===== config.mk =====
export PLATFORM = sky130hd
export DESIGN_NAME = wr_resp_gen
export DESIGN_NICKNAME = d
export VERILOG_FILES = /design/src/rtl/wrg_pkg.sv /design/src/rtl/wrg_ctrl.sv /design/src/rtl/wrg_dp.sv /design/src/rtl/wr_resp_gen.sv
export SDC_FILE = /design/constraint.sdc
export NUM_CORES = 1
export LEC_CHECK = 0
export BUFFER_PORTS_ARGS = -buffer_cell sky130_fd_sc_hd__clkbuf_2
export CORE_MARGIN = 3
export CORE_UTILIZATION = 35
export CTS_BUF_LIST = sky130_fd_sc_hd__clkbuf_4 sky130_fd_sc_hd__clkbuf_8
export DETAILED_ROUTE_END_ITERATION = 8
export PLACE_DENSITY = 0.68
export SLEW_MARGIN = 15
export SYNTH_ARGS = -nofsm -noshare
export SYNTH_HDL_FRONTEND = slang
export SYNTH_HIERARCHICAL = 1
export SYNTH_SLANG_ARGS = --single-unit
export TNS_END_PERCENT = 50

===== constraint.sdc =====
create_clock -name clk -period 3.5 [get_ports clk]
set_input_delay 0.525 -clock clk [delete_from_list [all_inputs] [get_ports clk]]
set_output_delay 0.525 -clock clk [all_outputs]
set_load 0.01 [all_outputs]

===== src/rtl/wrg_pkg.sv =====
package wrg_pkg;

  localparam int LEN_W      = 16;
  localparam int TID_W      = 4;
  localparam int ERR_W      = 4;
  localparam int CSZ_W      = 3;
  localparam int BYTE_W     = 8;
  localparam int WORD_BYTES = 4;
  localparam int WORD_W     = BYTE_W * WORD_BYTES;
  localparam int LANE_W     = $clog2(WORD_BYTES);

  typedef enum logic [1:0] {
    MODE_NONE     = 2'd0,
    MODE_CODE     = 2'd1,
    MODE_CODE_DEF = 2'd2,
    MODE_BULK     = 2'd3
  } cmdMode_e;

  // packed MSB first: attr lands at bit 31, len at [15:0]
  typedef struct packed {
    logic              attr;
    logic              devCnt;
    logic              last;
    logic              first;
    logic [ERR_W-1:0]  err;
    logic              ccc;
    logic [CSZ_W-1:0]  cmdSize;
    logic [TID_W-1:0]  tid;
    logic [LEN_W-1:0]  len;
  } respFields_t;

  localparam int RESP_W = $bits(respFields_t);

  typedef struct packed {
    logic              clrAcc;
    logic              accEn;
    logic [BYTE_W-1:0] accByte;
    logic              cmdWr;
    logic [CSZ_W-1:0]  cmdSize;
    logic              flush;
    logic              respEn;
    respFields_t       resp;
  } ctrlStrobe_t;

  function automatic logic [CSZ_W-1:0] sizeOf(cmdMode_e m, logic bcast, logic dev);
    logic [CSZ_W-1:0] s;
    if (dev) s = '0;
    else begin
      unique case (m)
        MODE_NONE:     s = CSZ_W'(0);
        MODE_CODE:     s = CSZ_W'(1);
        MODE_CODE_DEF: s = bcast ? CSZ_W'(1) : CSZ_W'(2);
        default:       s = CSZ_W'(4);
      endcase
    end
    return s;
  endfunction

endpackage


===== src/rtl/wrg_ctrl.sv =====
module wrg_ctrl
  import wrg_pkg::*;
(
  input  logic              clk,
  input  logic              rstN,
  input  logic              xferStart,
  input  cmdMode_e          startMode,
  input  logic              startBcast,
  input  logic [TID_W-1:0]  startTid,
  input  logic              startCcc,
  input  logic              startDevCnt,
  input  logic [BYTE_W-1:0] startDefByte,
  input  logic              byteValid,
  input  logic [BYTE_W-1:0] byteData,
  input  logic              xferEnd,
  input  logic [ERR_W-1:0]  errCode,
  input  logic [LEN_W-1:0]  threshold,
  output ctrlStrobe_t       strb
);

  logic              activeQ, firstQ, devQ, devGotQ, cccQ;
  logic [TID_W-1:0]  tidQ;
  logic [CSZ_W-1:0]  sizeQ;
  logic [LEN_W-1:0]  chunkQ;
  logic [BYTE_W-1:0] devCountQ;

  logic [CSZ_W-1:0]  sizeNew, curSize;
  logic              inject, byteGo, devByte, endGo, addOne, firstBase, chunkHit, firstNext;
  logic              curCcc, curDev;
  logic [TID_W-1:0]  curTid;
  logic [LEN_W-1:0]  cntBase, cntInc, chunkNext;

  always_comb begin
    sizeNew   = sizeOf(startMode, startBcast, startDevCnt);
    inject    = !startDevCnt && (startMode == MODE_CODE_DEF) && startBcast;
    byteGo    = activeQ && byteValid && !xferStart && !xferEnd;
    devByte   = byteGo && devQ && !devGotQ;
    endGo     = activeQ && xferEnd && !xferStart;
    addOne    = xferStart ? inject : (byteGo && !devQ);
    cntBase   = xferStart ? '0 : chunkQ;
    firstBase = xferStart | firstQ;
    cntInc    = cntBase + LEN_W'(1);
    chunkHit  = addOne && (threshold != '0) && (cntInc == threshold);
    curSize   = xferStart ? sizeNew     : sizeQ;
    curTid    = xferStart ? startTid    : tidQ;
    curCcc    = xferStart ? startCcc    : cccQ;
    curDev    = xferStart ? startDevCnt : devQ;
    chunkNext = addOne ? cntInc : cntBase;
    firstNext = firstBase;

    strb         = '0;
    strb.clrAcc  = xferStart;
    strb.accEn   = addOne;
    strb.accByte = xferStart ? startDefByte : byteData;
    strb.cmdWr   = xferStart && (sizeNew != '0);
    strb.cmdSize = sizeNew;

    if (chunkHit) begin
      strb.respEn     = 1'b1;
      strb.resp.len   = threshold;
      strb.resp.first = firstBase;
      chunkNext       = '0;
      firstNext       = 1'b0;
    end
    if (endGo) begin
      strb.respEn     = 1'b1;
      strb.resp.len   = devQ ? LEN_W'(devCountQ) : chunkQ;
      strb.resp.first = firstQ;
      strb.resp.last  = 1'b1;
      strb.resp.err   = errCode;
      strb.flush      = !devQ;
    end
    strb.resp.tid     = curTid;
    strb.resp.ccc     = curCcc;
    strb.resp.devCnt  = curDev;
    strb.resp.cmdSize = strb.resp.first ? curSize : '0;
    strb.resp.attr    = 1'b0;
  end

  always_ff @(posedge clk or negedge rstN) begin
    if (!rstN) begin
      activeQ   <= 1'b0;
      firstQ    <= 1'b0;
      devQ      <= 1'b0;
      devGotQ   <= 1'b0;
      cccQ      <= 1'b0;
      tidQ      <= '0;
      sizeQ     <= '0;
      chunkQ    <= '0;
      devCountQ <= '0;
    end else begin
      chunkQ <= chunkNext;
      firstQ <= firstNext;
      if (xferStart) begin
        activeQ   <= 1'b1;
        devQ      <= startDevCnt;
        cccQ      <= startCcc;
        tidQ      <= startTid;
        sizeQ     <= sizeNew;
        devGotQ   <= 1'b0;
        devCountQ <= '0;
      end else if (endGo) begin
        activeQ <= 1'b0;
      end
      if (devByte) begin
        devCountQ <= byteData;
        devGotQ   <= 1'b1;
      end
    end
  end

endmodule


===== src/rtl/wrg_dp.sv =====
module wrg_dp
  import wrg_pkg::*;
(
  input  logic              clk,
  input  logic              rstN,
  input  ctrlStrobe_t       strb,
  input  logic [WORD_W-1:0] cmdBytes,
  output logic              rxValid,
  output logic [WORD_W-1:0] rxWord,
  output logic              respValid,
  output logic [RESP_W-1:0] respData
);

  logic [WORD_W-1:0] accQ, accBase, accUpd, cmdMasked;
  logic [LANE_W-1:0] cntQ, cntBase;
  logic              wordDone, flushGo;

  always_comb begin
    accBase  = strb.clrAcc ? '0 : accQ;
    cntBase  = strb.clrAcc ? '0 : cntQ;
    wordDone = strb.accEn && (cntBase == LANE_W'(WORD_BYTES - 1));
    flushGo  = strb.flush && (cntQ != '0);
  end

  for (genvar l = 0; l < WORD_BYTES; l++) begin : g_lane
    assign accUpd[l*BYTE_W +: BYTE_W] =
      (strb.accEn && (cntBase == LANE_W'(l))) ? strb.accByte : accBase[l*BYTE_W +: BYTE_W];
    assign cmdMasked[l*BYTE_W +: BYTE_W] =
      (int'(strb.cmdSize) > l) ? cmdBytes[l*BYTE_W +: BYTE_W] : '0;
  end

  always_ff @(posedge clk or negedge rstN) begin
    if (!rstN) begin
      accQ      <= '0;
      cntQ      <= '0;
      rxValid   <= 1'b0;
      rxWord    <= '0;
      respValid <= 1'b0;
      respData  <= '0;
    end else begin
      rxValid <= strb.cmdWr | wordDone | flushGo;
      if (strb.cmdWr)   rxWord <= cmdMasked;
      else if (wordDone) rxWord <= accUpd;
      else if (flushGo)  rxWord <= accQ;

      if (wordDone || strb.flush) begin
        accQ <= '0;
        cntQ <= '0;
      end else if (strb.accEn) begin
        accQ <= accUpd;
        cntQ <= cntBase + LANE_W'(1);
      end else if (strb.clrAcc) begin
        accQ <= '0;
        cntQ <= '0;
      end

      respValid <= strb.respEn;
      if (strb.respEn) respData <= strb.resp;
    end
  end

endmodule


===== src/rtl/wr_resp_gen.sv =====
module wr_resp_gen
  import wrg_pkg::*;
(
  input  logic              clk,
  input  logic              rstN,
  input  logic              xferStart,
  input  logic [1:0]        startMode,
  input  logic              startBcast,
  input  logic [TID_W-1:0]  startTid,
  input  logic              startCcc,
  input  logic              startDevCnt,
  input  logic [WORD_W-1:0] startCmdBytes,
  input  logic              byteValid,
  input  logic [BYTE_W-1:0] byteData,
  input  logic              xferEnd,
  input  logic [ERR_W-1:0]  errCode,
  input  logic [LEN_W-1:0]  threshold,
  output logic              respValid,
  output logic [RESP_W-1:0] respData,
  output logic              rxValid,
  output logic [WORD_W-1:0] rxWord
);

  ctrlStrobe_t strb;

  wrg_ctrl u_ctrl (
    .clk         (clk),
    .rstN        (rstN),
    .xferStart   (xferStart),
    .startMode   (cmdMode_e'(startMode)),
    .startBcast  (startBcast),
    .startTid    (startTid),
    .startCcc    (startCcc),
    .startDevCnt (startDevCnt),
    .startDefByte(startCmdBytes[2*BYTE_W-1:BYTE_W]),
    .byteValid   (byteValid),
    .byteData    (byteData),
    .xferEnd     (xferEnd),
    .errCode     (errCode),
    .threshold   (threshold),
    .strb        (strb)
  );

  wrg_dp u_dp (
    .clk      (clk),
    .rstN     (rstN),
    .strb     (strb),
    .cmdBytes (startCmdBytes),
    .rxValid  (rxValid),
    .rxWord   (rxWord),
    .respValid(respValid),
    .respData (respData)
  );

endmodule


## After elaboration in Yosys (flattened, before gate mapping)

Cells that the tools add are included.

- Register bits: 135
- Output and inout bits: 66

- $add $sub $neg: 2
- Order comparisons: 4
- Equality and inequality tests: 6
- Mux-type cells: 44
- Bitwise logic cells: 3
- Reduce and logical (&&, ||, !) cells: 32

Operators by type and width:

| cell | number |
|---|---|
| $mux W32 | 6 |
| $mux W16 | 6 |
| $mux W8 | 11 |
| $logic_and A1 B1 Y1 | 18 |
| $add A16 B1 Y16 const B | 1 |
| $eq A16 B16 Y1 | 1 |
| $reduce_bool A16 Y1 | 1 |
| $mux W1 | 10 |
| $mux W2 | 5 |
| $mux W3 | 3 |
| $pmux W3 S3 | 1 |
| $eq A2 B2 Y1 const B | 3 |
| $gt A3 B1 Y1 const B | 2 |
| $gt A3 B2 Y1 const B | 2 |
| $mux W6 | 1 |
| $reduce_bool A2 Y1 | 3 |
| $reduce_bool A3 Y1 | 2 |
| $logic_not A1 Y1 | 5 |
| $eq A2 B1 Y1 const B | 2 |
| $logic_not A2 Y1 | 2 |
| $mux W4 | 1 |
| $or A1 B1 Y1 | 3 |
| $add A2 B1 Y2 const B | 1 |
| $logic_or A1 B1 Y1 | 1 |

## Depth between registers and ports, before layout

Gate-level depths: netlist (run 1).

- Depth in word-level cells: 13
- Gate-level depth with buffers: 16

## By module

The synthesis (run 1) kept the hierarchy.

Modules (own cells, without submodules):

| module | times used | cells an instance | area each (µm²) | sequential area each (µm²) |
|---|---|---|---|---|
| wrg_dp | 1 | 381 | 4369.2 | 2502.4 |
| wrg_ctrl | 1 | 323 | 2831.5 | 900.9 |

## Worst setup path before layout (run 1)

OpenSTA, ideal clock, no wires.

- Kind: input-to-reg
- Start point: input port xferStart
- End point: register u_dp.respData[20]
- Library setup time: 0.125 ns
- Arrival time: 4.226 ns
- Required time: 3.375 ns
- Path slack: -0.851 ns
- Cell stages on the path: 16
- Cells stage by stage: clkbuf_1 -> clkbuf_1 -> buf_1 -> nor2b_1 -> ha_1 -> nand3_1 -> xnor3_1 -> or4b_1 -> o311ai_0 -> o211ai_1 -> nor4_2 -> buf_2 -> nand2b_1 -> clkbuf_1 -> buf_2 -> mux2_2

RTL lines:

| what | RTL line | RTL |
|---|---|---|
| start, declared | wr_resp_gen.sv:6 | `input logic xferStart,` |
| end signal, assigned | wrg_dp.sv:58 | `if (strb.respEn) respData <= strb.resp;` |
| end, declared | wrg_dp.sv:11 | `output logic [RESP_W-1:0] respData` |

==> flow_summary.rst, run 1 <==
.. list-table::
   :header-rows: 1

   * - Metric
     - Value
   * - Cts repair resizes
     - 0
   * - Final antenna-violating net count
     - 0
   * - Residual overflow from global routing
     - 0
   * - Top fanout value on the critical path
     - 25
   * - Hold Crit Class
     - in -> reg
   * - Die Height
     - 149 um
   * - First-pass iteration count of the detailed router
     - 5
   * - Number of distinct library cell variants in the gate-level netlist after synthesis
     - 67
   * - Number of synthesized flops with an enable pin
     - 0
   * - Syn-to-layout area delta
     - 19.4%
   * - Wire length of the first global-routing pass
     - 30,300 um
   * - Layout cells sized above 1
     - between 20 and 30%
   * - Setup slack of the most critical reg-to-reg path
     - around 0.27 ns
   * - Dpl hpwl
     - 13,600 um
   * - Final hold violations
     - 0
   * - Final design utilization
     - between 40% and 50%
   * - Sequential-to-total area share from yosys stat
     - 47.3%
   * - Result of the run
     - complete, no violations
   * - Combined global-route utilization of all metal layers
     - between 10% and 20%
   * - Post-layout total power
     - 3.71 mW
   * - Total via count in the routed design
     - 5,677
   * - Slew at the pin with the worst max-slew slack
     - between 0.8 and 0.9 ns
   * - Data arrival time of the critical path
     - 3.56 ns
   * - Maximum resistive drop on vdd
     - 0.258 mV
   * - Startpoint Class
     - flop
   * - Nets
     - 900
   * - Maximum Capacitance Violations
     - 0
   * - Startpoint of the worst-slack reg-to-reg timing path
     - u_ctrl/chunkQ[0]$_DFF_PN0_
   * - Number of global-route vias before repair
     - 5,665
   * - I/O pin count
     - 140
   * - R2R depth
     - 11
   * - Routability congestion estimate
     - between 0.9 and 1
   * - Antenna Diode Count
     - 0
   * - Power per cell area
     - 431 nW/um^2
   * - CTS H-tree lvls
     - 4
   * - X dimension of the die
     - 149 um
   * - Clock-pin transition on the worst setup and hold timing paths
     - 0.08 ns
   * - Start point of the worst min-delay path
     - startTid[0]
   * - Endpoint, Worst Hold
     - u_ctrl/tidQ[0]$_DFF_PN0_
   * - Reported leakage power
     - 4.07 nW
   * - Deepest clock path buffer count
     - 2
   * - Syn Inst Count
     - approximately 700
   * - Max Clock Skew
     - approximately 0.0080 ns
   * - Critical Path End Type
     - flop
   * - R2r endpoint
     - u_dp/respData[24]$_DFFE_PN0P_
   * - Number of input and output port buffers inserted
     - approximately 140
   * - RSZ-0062 raised after global routing
     - no
   * - Summed instance area of the synthesized netlist
     - about 7000 um^2
   * - CTS root buf
     - sky130_fd_sc_hd__clkbuf_8
   * - Share of synthesized flip-flops with an asynchronous set or reset
     - 100%
   * - Number of design rule violations left after detail routing
     - 0
   * - Worst-case headroom to the max-slew limit
     - 40.1%
   * - Source-to-sink clock delay at the later pin of the worst-skew pair
     - 0.44 ns
   * - Maximum number of pins on one net before global-route repair
     - 66
   * - Vias per inst
     - 5.15
   * - Slew Limit Fails
     - 0
   * - Maximum clock frequency
     - a little over 300 MHz
   * - Area inside the core boundary
     - 19,800 um^2
   * - Antenna violations before repair
     - 0
   * - Post-route clock period utilization
     - 92.3%
   * - Setup violation total in the final timing report
     - 0
   * - Initial standard-cell utilization of the core
     - 36.3%
   * - Warning count from the yosys run
     - 6
   * - Total of flip-flops plus latches after synthesis
     - 136
   * - Tmin final
     - 3.23 ns
   * - Cell depth of the worst hold path
     - 2
   * - CTS tree
     - yes
   * - DR WL/cell
     - 17.2 um
   * - Most common flop cell mapped by yosys
     - sky130_fd_sc_hd__dfrtp_1
   * - Floorplan row count
     - 51
   * - Data required time of the critical path
     - 3.84 ns
   * - Total wire length
     - 18,900 um
   * - Iter 0 DRT Violations
     - 373
   * - Syn_area_per_cell
     - 10.2 um^2
   * - Die Outline Area
     - 22,300 um^2
   * - Number of clock sinks
     - between 100 and 150
   * - WS Path Type
     - reg -> reg
   * - Number of CTS-inserted buffers
     - 17
   * - Number of nets in the synthesized netlist
     - 779
==> report_power, final <==
group,total (mW),internal (mW),switching [mW]
combinational,0.535,0.224,0.311
sequential,1.75,1.68,0.0636
clock,1.43,0.810,0.616
total,3.71,2.72,0.990
==> stage by stage <==
stage	hold WS [ns]	setup WS (ns)	setup TNS [ns]	instances	cell area (um^2)
finish	0.324	0.270	0	1103	8600
global route	0.290	0.0525	0	1103	8600
CTS	0.285	0.283	0	1103	8600
detailed placement	0.475	0.0415	0	1070	8150
global placement	0.472	0.125	0	1070	8150
floorplan	0.229	-0.0146	-0.326	704	7300
==> cells in the mapped netlist (2+ instances only) <==
master | count | area share, %
sky130_fd_sc_hd__a21oi_1 | 20 | 1.4
sky130_fd_sc_hd__o21a_1 | 2 | 0.21
sky130_fd_sc_hd__xnor3_1 | 2 | 0.63
sky130_fd_sc_hd__mux2_2 | 36 | 5.6
sky130_fd_sc_hd__mux2i_1 | 34 | 4.7
sky130_fd_sc_hd__o2bb2ai_1 | 9 | 1.1
sky130_fd_sc_hd__nor3_2 | 3 | 0.42
sky130_fd_sc_hd__a21o_1 | 2 | 0.21
sky130_fd_sc_hd__a22oi_1 | 16 | 1.7
sky130_fd_sc_hd__xnor2_1 | 22 | 2.7
sky130_fd_sc_hd__o221a_2 | 3 | 0.47
sky130_fd_sc_hd__nand2_1 | 40 | 2.1
sky130_fd_sc_hd__a22o_1 | 8 | 0.97
sky130_fd_sc_hd__o311ai_0 | 2 | 0.24
sky130_fd_sc_hd__nand3_1 | 7 | 0.49
sky130_fd_sc_hd__o32ai_1 | 8 | 0.97
sky130_fd_sc_hd__nor2b_1 | 23 | 2.0
sky130_fd_sc_hd__and2_1 | 8 | 0.70
sky130_fd_sc_hd__buf_6 | 7 | 1.1
sky130_fd_sc_hd__inv_1 | 22 | 1.1
sky130_fd_sc_hd__a2bb2oi_1 | 7 | 0.85
sky130_fd_sc_hd__nand2b_1 | 15 | 1.3
sky130_fd_sc_hd__or3_1 | 4 | 0.35
sky130_fd_sc_hd__nor2_1 | 81 | 4.2
sky130_fd_sc_hd__nand3b_1 | 10 | 1.0
sky130_fd_sc_hd__buf_2 | 17 | 1.2
sky130_fd_sc_hd__or3b_2 | 2 | 0.24
sky130_fd_sc_hd__mux2_1 | 7 | 1.1
sky130_fd_sc_hd__clkbuf_1 | 19 | 0.99
sky130_fd_sc_hd__buf_1 | 5 | 0.26
sky130_fd_sc_hd__nor4_1 | 5 | 0.43
sky130_fd_sc_hd__buf_4 | 8 | 0.83
sky130_fd_sc_hd__a31oi_1 | 26 | 2.3
sky130_fd_sc_hd__nand4_1 | 5 | 0.43
sky130_fd_sc_hd__o211ai_1 | 3 | 0.31
sky130_fd_sc_hd__o21ai_0 | 24 | 1.7
sky130_fd_sc_hd__xor2_1 | 12 | 1.5
sky130_fd_sc_hd__dfrtp_1 | 136 | 47
sky130_fd_sc_hd__nor3_1 | 16 | 1.1
==> cells in the final DEF (no fill, tap or decap), types with 16 or more instances in the layout <==
cell / instances
sky130_fd_sc_hd__nand2_1: 40
sky130_fd_sc_hd__nor3_1: 16
sky130_fd_sc_hd__mux2i_1: 34
sky130_fd_sc_hd__nor2b_1: 22
sky130_fd_sc_hd__nor2_1: 81
sky130_fd_sc_hd__clkbuf_8: 18
sky130_fd_sc_hd__a22oi_1: 16
sky130_fd_sc_hd__clkbuf_2: 137
sky130_fd_sc_hd__inv_1: 22
sky130_fd_sc_hd__o21ai_0: 24
sky130_fd_sc_hd__a21oi_1: 20
sky130_fd_sc_hd__mux2_2: 36
sky130_fd_sc_hd__a31oi_1: 26
sky130_fd_sc_hd__dfrtp_1: 136
sky130_fd_sc_hd__xnor2_1: 22
==> state kept, by name, summed over array words and instances, names as in the netlist <==
| name | flops |
|---|---|
| u_dp/cntQ | 2 |
| u_dp/respData | 32 |
| u_dp/rxValid | 1 |
| u_ctrl/activeQ | 1 |
| u_dp/rxWord | 32 |
| u_ctrl/firstQ | 1 |
| u_ctrl/tidQ | 4 |
| u_ctrl/devGotQ | 1 |
| u_ctrl/devQ | 1 |
| u_ctrl/cccQ | 1 |
| u_ctrl/chunkQ | 16 |
| u_dp/accQ | 32 |
| u_ctrl/devCountQ | 8 |
| u_dp/respValid | 1 |
| u_ctrl/sizeQ | 3 |
==> cells by family (layout without fill, tap and decap cells) <==
logic type,after synthesis,count (layout),share of synthesized area (%)
AO/OA/AOI/OAI,139,139,13.6
XOR/XNOR,36,36,4.76
adder cells (fa/ha/maj),1,1,0.174
buffers and inverters,79,213,5.56
flip-flops,136,136,47.3
multiplexers,77,77,11.5
other,1,1,0.0521
AND/OR/NAND/NOR,235,235,17.2
==> per-layer routing <==
| layer | part of all wire (%) | track usage [%] | vias to the layer above |
|---|---|---|---|
| met5 | 0 | 0 | - |
| li1 | - | - | 2722 |
| met2 | 48 | 27.6 | 188 |
| met3 | 6.7 | 4.78 | 10 |
| met1 | 45 | 23.5 | 2757 |
| met4 | 0.61 | 4.35 | 0 |
==> what timing repair did <==
action,CTS,global route
hold buffers,1,0
hold endpoints to repair,15,0
buffers inserted,0,0
==> worst max-delay path by stage <==
stage	startpoint	to	slack, ns
2_1_floorplan	xferStart	u_dp/respData[20]$_DFFE_PN0P_	-0.01
3_3_place_gp	xferStart	u_dp/respData[22]$_DFFE_PN0P_	0.12
3_5_place_dp	xferStart	u_dp/respData[24]$_DFFE_PN0P_	0.04
4_1_cts	u_ctrl/chunkQ[0]$_DFF_PN0_	u_dp/respData[24]$_DFFE_PN0P_	0.28
5_1_grt	u_ctrl/chunkQ[0]$_DFF_PN0_	u_dp/respData[14]$_DFFE_PN0P_	0.05
6_report	u_ctrl/chunkQ[0]$_DFF_PN0_	u_dp/respData[24]$_DFFE_PN0P_	0.27
==> critical path: stages (launching register included) <==
cell	delay, ns
sky130_fd_sc_hd__dfrtp_1	0.42
sky130_fd_sc_hd__nor2b_1	0.28
sky130_fd_sc_hd__ha_4	0.21
sky130_fd_sc_hd__nand3_4	0.11
sky130_fd_sc_hd__xnor3_1	0.20
sky130_fd_sc_hd__or4b_1	0.47
sky130_fd_sc_hd__o311ai_1	0.09
sky130_fd_sc_hd__o211ai_1	0.21
sky130_fd_sc_hd__nor4_4	0.29
sky130_fd_sc_hd__nand2b_4	0.27
sky130_fd_sc_hd__buf_12	0.20
sky130_fd_sc_hd__mux2_2	0.35
==> area by class of cell <==
class                   instances  area (um^2)
fillers                      1959        11200
flip-flops and latches        136         3400
well taps                     265          332
inverters                      23         86.3
clock buffers                  20          263
multi-input cells             489         3460
clock inverters                12          174
repair buffers                158          885
Power figures use the tool's default switching activity.
==> inputs of run 2 (changes only) <==
--- a/config.mk
+++ b/config.mk
@@ -10,7 +10,7 @@
 export CORE_UTILIZATION = 35
 export CTS_BUF_LIST = sky130_fd_sc_hd__clkbuf_4 sky130_fd_sc_hd__clkbuf_8
 export DETAILED_ROUTE_END_ITERATION = 8
-export PLACE_DENSITY = 0.68
+export PLACE_DENSITY = 0.66
 export SLEW_MARGIN = 15
 export SYNTH_ARGS = -nofsm -noshare
 export SYNTH_HDL_FRONTEND = slang
==> constraint.sdc (replaced) <==
create_clock -name clk -period 3.8 [get_ports clk]
set_input_delay 0.57 -clock clk [delete_from_list [all_inputs] [get_ports clk]]
set_output_delay 0.57 -clock clk [all_outputs]
set_load 0.01 [all_outputs]
==> flow_summary.rst, run 2 (synthesis results as in run 1) <==
.. list-table::
   :header-rows: 1

   * - Metric
     - Value
   * - Maximum Capacitance Violations
     - 0 (unchanged)
   * - Post-CTS setup buffers
     - 0 (unchanged)
   * - Source-to-sink clock delay at the later pin of the worst-skew pair
     - 0.43 ns (was 0.44 ns)
   * - CTS tree
     - yes (unchanged)
   * - Nets
     - 898 (was 900)
   * - Startpoint of the worst-slack reg-to-reg timing path
     - u_ctrl/chunkQ[1]$_DFF_PN0_ (was u_ctrl/chunkQ[0]$_DFF_PN0_)
   * - Count of filler cells inserted in the layout
     - 2,001 (was 1,959)
   * - Hold Crit Class
     - in -> async (was in -> reg)
   * - Area inside the core boundary
     - 19,800 um^2 (unchanged)
   * - Worst-case headroom to the max-slew limit
     - 33.3% (was 40.1%)
   * - R2r endpoint
     - u_dp/respData[20]$_DFFE_PN0P_ (was u_dp/respData[24]$_DFFE_PN0P_)
   * - Syn-to-layout area delta
     - 18.0% (was 19.4%)
   * - Final design area excluding fillers
     - 8500 um^2 (was 8600 um^2)
   * - Data required time of the critical path
     - 4.11 ns (was 3.84 ns)
   * - Number of design rule violations left after detail routing
     - 0 (unchanged)
   * - CTS H-tree lvls
     - 4 (unchanged)
   * - First-pass iteration count of the detailed router
     - 5 (unchanged)
   * - Floorplan row count
     - 51 (unchanged)
   * - Dpl hpwl
     - 13,500 um (was 13,600 um)
   * - Placed standard-cell area
     - 8100 um^2 (was 8150 um^2)
   * - Slew Limit Fails
     - 0 (unchanged)
   * - Die Height
     - 149 um (unchanged)
   * - I/O pin count
     - 140 (unchanged)
   * - Number of CTS-inserted buffers
     - 17 (unchanged)
   * - Final antenna-violating net count
     - 0 (unchanged)
   * - Number of global-route vias before repair
     - 5,685 (was 5,665)
   * - Worst setup slack before clock tree synthesis
     - 0.220 ns (was 0.0415 ns)
   * - Total via count in the routed design
     - 5,743 (was 5,677)
   * - Post-route clock period utilization
     - 85.4% (was 92.3%)
   * - Cts repair resizes
     - 0 (unchanged)
   * - Number of input and output port buffers inserted
     - 139 (unchanged)
   * - Tmin final
     - 3.25 ns (was 3.23 ns)
   * - Setup violation total in the final timing report
     - 0 (unchanged)
   * - Wire length of the first global-routing pass
     - 30,700 um (was 30,300 um)
   * - Maximum number of pins on one net before global-route repair
     - 83 (was 66)
   * - Antenna violations before repair
     - 0 (unchanged)
   * - Launching element of the worst setup path
     - u_ctrl/chunkQ[1]$_DFF_PN0_ (was u_ctrl/chunkQ[0]$_DFF_PN0_)
   * - Max Clock Skew
     - 0.0105 ns (was 0.00805 ns)
   * - End point of the critical path
     - u_dp/respData[20]$_DFFE_PN0P_ (was u_dp/respData[24]$_DFFE_PN0P_)
   * - Residual overflow from global routing
     - 0 (unchanged)
   * - Reported leakage power
     - 4.03 nW (was 4.07 nW)
   * - Routability congestion estimate
     - 0.866 (was 0.914)
   * - Vias per inst
     - 5.22 (was 5.15)
   * - Result of the run
     - complete, no violations (unchanged)
   * - Critical Path End Type
     - flop (unchanged)
   * - TNS Setup
     - 0 ns (unchanged)
   * - Setup slack of the most critical reg-to-reg path
     - 0.55 ns (was 0.27 ns)
   * - Iter 0 DRT Violations
     - 393 (was 373)
   * - Setup slack after layout
     - 0.553 ns (was 0.270 ns)
   * - Antenna Diode Count
     - 0 (unchanged)
   * - X dimension of the die
     - 149 um (unchanged)
   * - Power per cell area
     - 387 nW/um^2 (was 431 nW/um^2)
   * - DR WL/cell
     - 17.3 um (was 17.2 um)
   * - RSZ-0062 raised after global routing
     - no (unchanged)
   * - Final hold violations
     - 0 (unchanged)
   * - Most frequent standard cell in the layout excluding fill and tap cells
     - sky130_fd_sc_hd__clkbuf_2 (unchanged)
   * - Maximum resistive drop on vdd
     - 0.211 mV (was 0.258 mV)
   * - Total wire length
     - 19,000 um (was 18,900 um)
   * - Slew at the pin with the worst max-slew slack
     - 1.00 ns (was 0.889 ns)
   * - Die Outline Area
     - 22,300 um^2 (unchanged)
   * - Largest regs
     - u_dp/accQ x32, u_dp/respData x32, u_dp/rxWord x32 (unchanged)
   * - Data arrival time of the critical path
     - 3.56 ns (about the same)
   * - Number of clock sinks
     - 136 (unchanged)
   * - Cts hold-fix bufs
     - 0 (was 1)
   * - Startpoint Class
     - flop (unchanged)
   * - Layout cells sized above 1
     - 29.5% (was 29.7%)
   * - Combined global-route utilization of all metal layers
     - 17.5% (was 17.3%)
   * - Top fanout value on the critical path
     - 27 (was 25)
   * - Initial standard-cell utilization of the core
     - 36.3% (unchanged)
   * - WS Path Type
     - reg -> reg (unchanged)
   * - CTS root buf
     - sky130_fd_sc_hd__clkbuf_8 (unchanged)
   * - Maximum clock frequency
     - 308 MHz (was 310 MHz)
   * - R2R depth
     - 11 (unchanged)
   * - Deepest clock path buffer count
     - 2 (unchanged)
   * - Clock-pin transition on the worst setup and hold timing paths
     - 0.08 ns (about the same)
   * - Highest-count cells in the layout ignoring fill and taps
     - sky130_fd_sc_hd__clkbuf_2, sky130_fd_sc_hd__dfrtp_1, sky130_fd_sc_hd__nor2_1 (unchanged)
==> run 2: stage by stage <==
step | hold slack [ns] | std cells | power [mW] | utilization (%)
finish | 0.179 | 1100 | 3.29 | 42.8
CTS | 0.195 | 1100 | 3.35 | 42.8
global route | 0.205 | 1100 | 3.48 | 42.8
global placement | 0.469 | 1069 | 2.13 | 40.8
detailed placement | 0.480 | 1069 | 2.13 | 40.8
floorplan | 0.274 | 704 | 1.90 | -
==> run 2: per-layer routing <==
layer  part of all wire [%]  vias up  routed length [um]  global-route usage [%]
met1                     44     2810                8270                    23.7
met2                     48      203                9100                    28.3
met5                      0        -                   0                       0
met4                   0.49        0                  93                    3.30
li1                       -     2719                   -                       -
met3                    8.1       11                1530                    4.94
==> run 2: worst min-delay path by stage <==
stage               depth (start not counted)  slack, ns                             to
floorplan                                   0       0.27     u_ctrl/activeQ$_DFFE_PN0P_
global placement                            1       0.47  u_dp/respData[16]$_DFFE_PN0P_
detailed placement                          1       0.48  u_dp/respData[31]$_DFFE_PN0P_
CTS                                         1       0.19   u_dp/respData[3]$_DFFE_PN0P_
global route                                1       0.21   u_dp/respData[5]$_DFFE_PN0P_
finish                                      1       0.18   u_dp/respData[3]$_DFFE_PN0P_
==> run 2: report_power, final <==
part           switching [mW]  leakage, nW  internal [mW]  total (mW)
Clock                   0.543        0.206          0.651        1.19
Combinational           0.280         2.04          0.202       0.482
Sequential             0.0628         1.79           1.55        1.61
==> run 2: cell type report <==
class | count | area, um^2 | share of cell area [%]
Clock inverter | 8 | 96.3 | 1.13
Clock buffer | 23 | 298 | 3.50
Multi-Input combinational cell | 489 | 3430 | 40.3
Inverter | 23 | 86.3 | 1.02
Sequential cell | 136 | 3400 | 40.1
Timing Repair Buffer | 156 | 855 | 10.1
Tap cell | 265 | 332 | 3.90
==> run 2: critical path, cell delays in order, from the launching register on <==
cell                       delay (ns)
sky130_fd_sc_hd__dfrtp_1         0.39
sky130_fd_sc_hd__nor2b_1         0.22
sky130_fd_sc_hd__ha_2            0.25
sky130_fd_sc_hd__nand3_2         0.15
sky130_fd_sc_hd__xnor3_1         0.22
sky130_fd_sc_hd__or4b_1          0.46
sky130_fd_sc_hd__o311ai_0        0.09
sky130_fd_sc_hd__o211ai_1        0.21
sky130_fd_sc_hd__nor4_4          0.27
sky130_fd_sc_hd__nand2b_2        0.30
sky130_fd_sc_hd__buf_12          0.23
sky130_fd_sc_hd__mux2_2          0.35
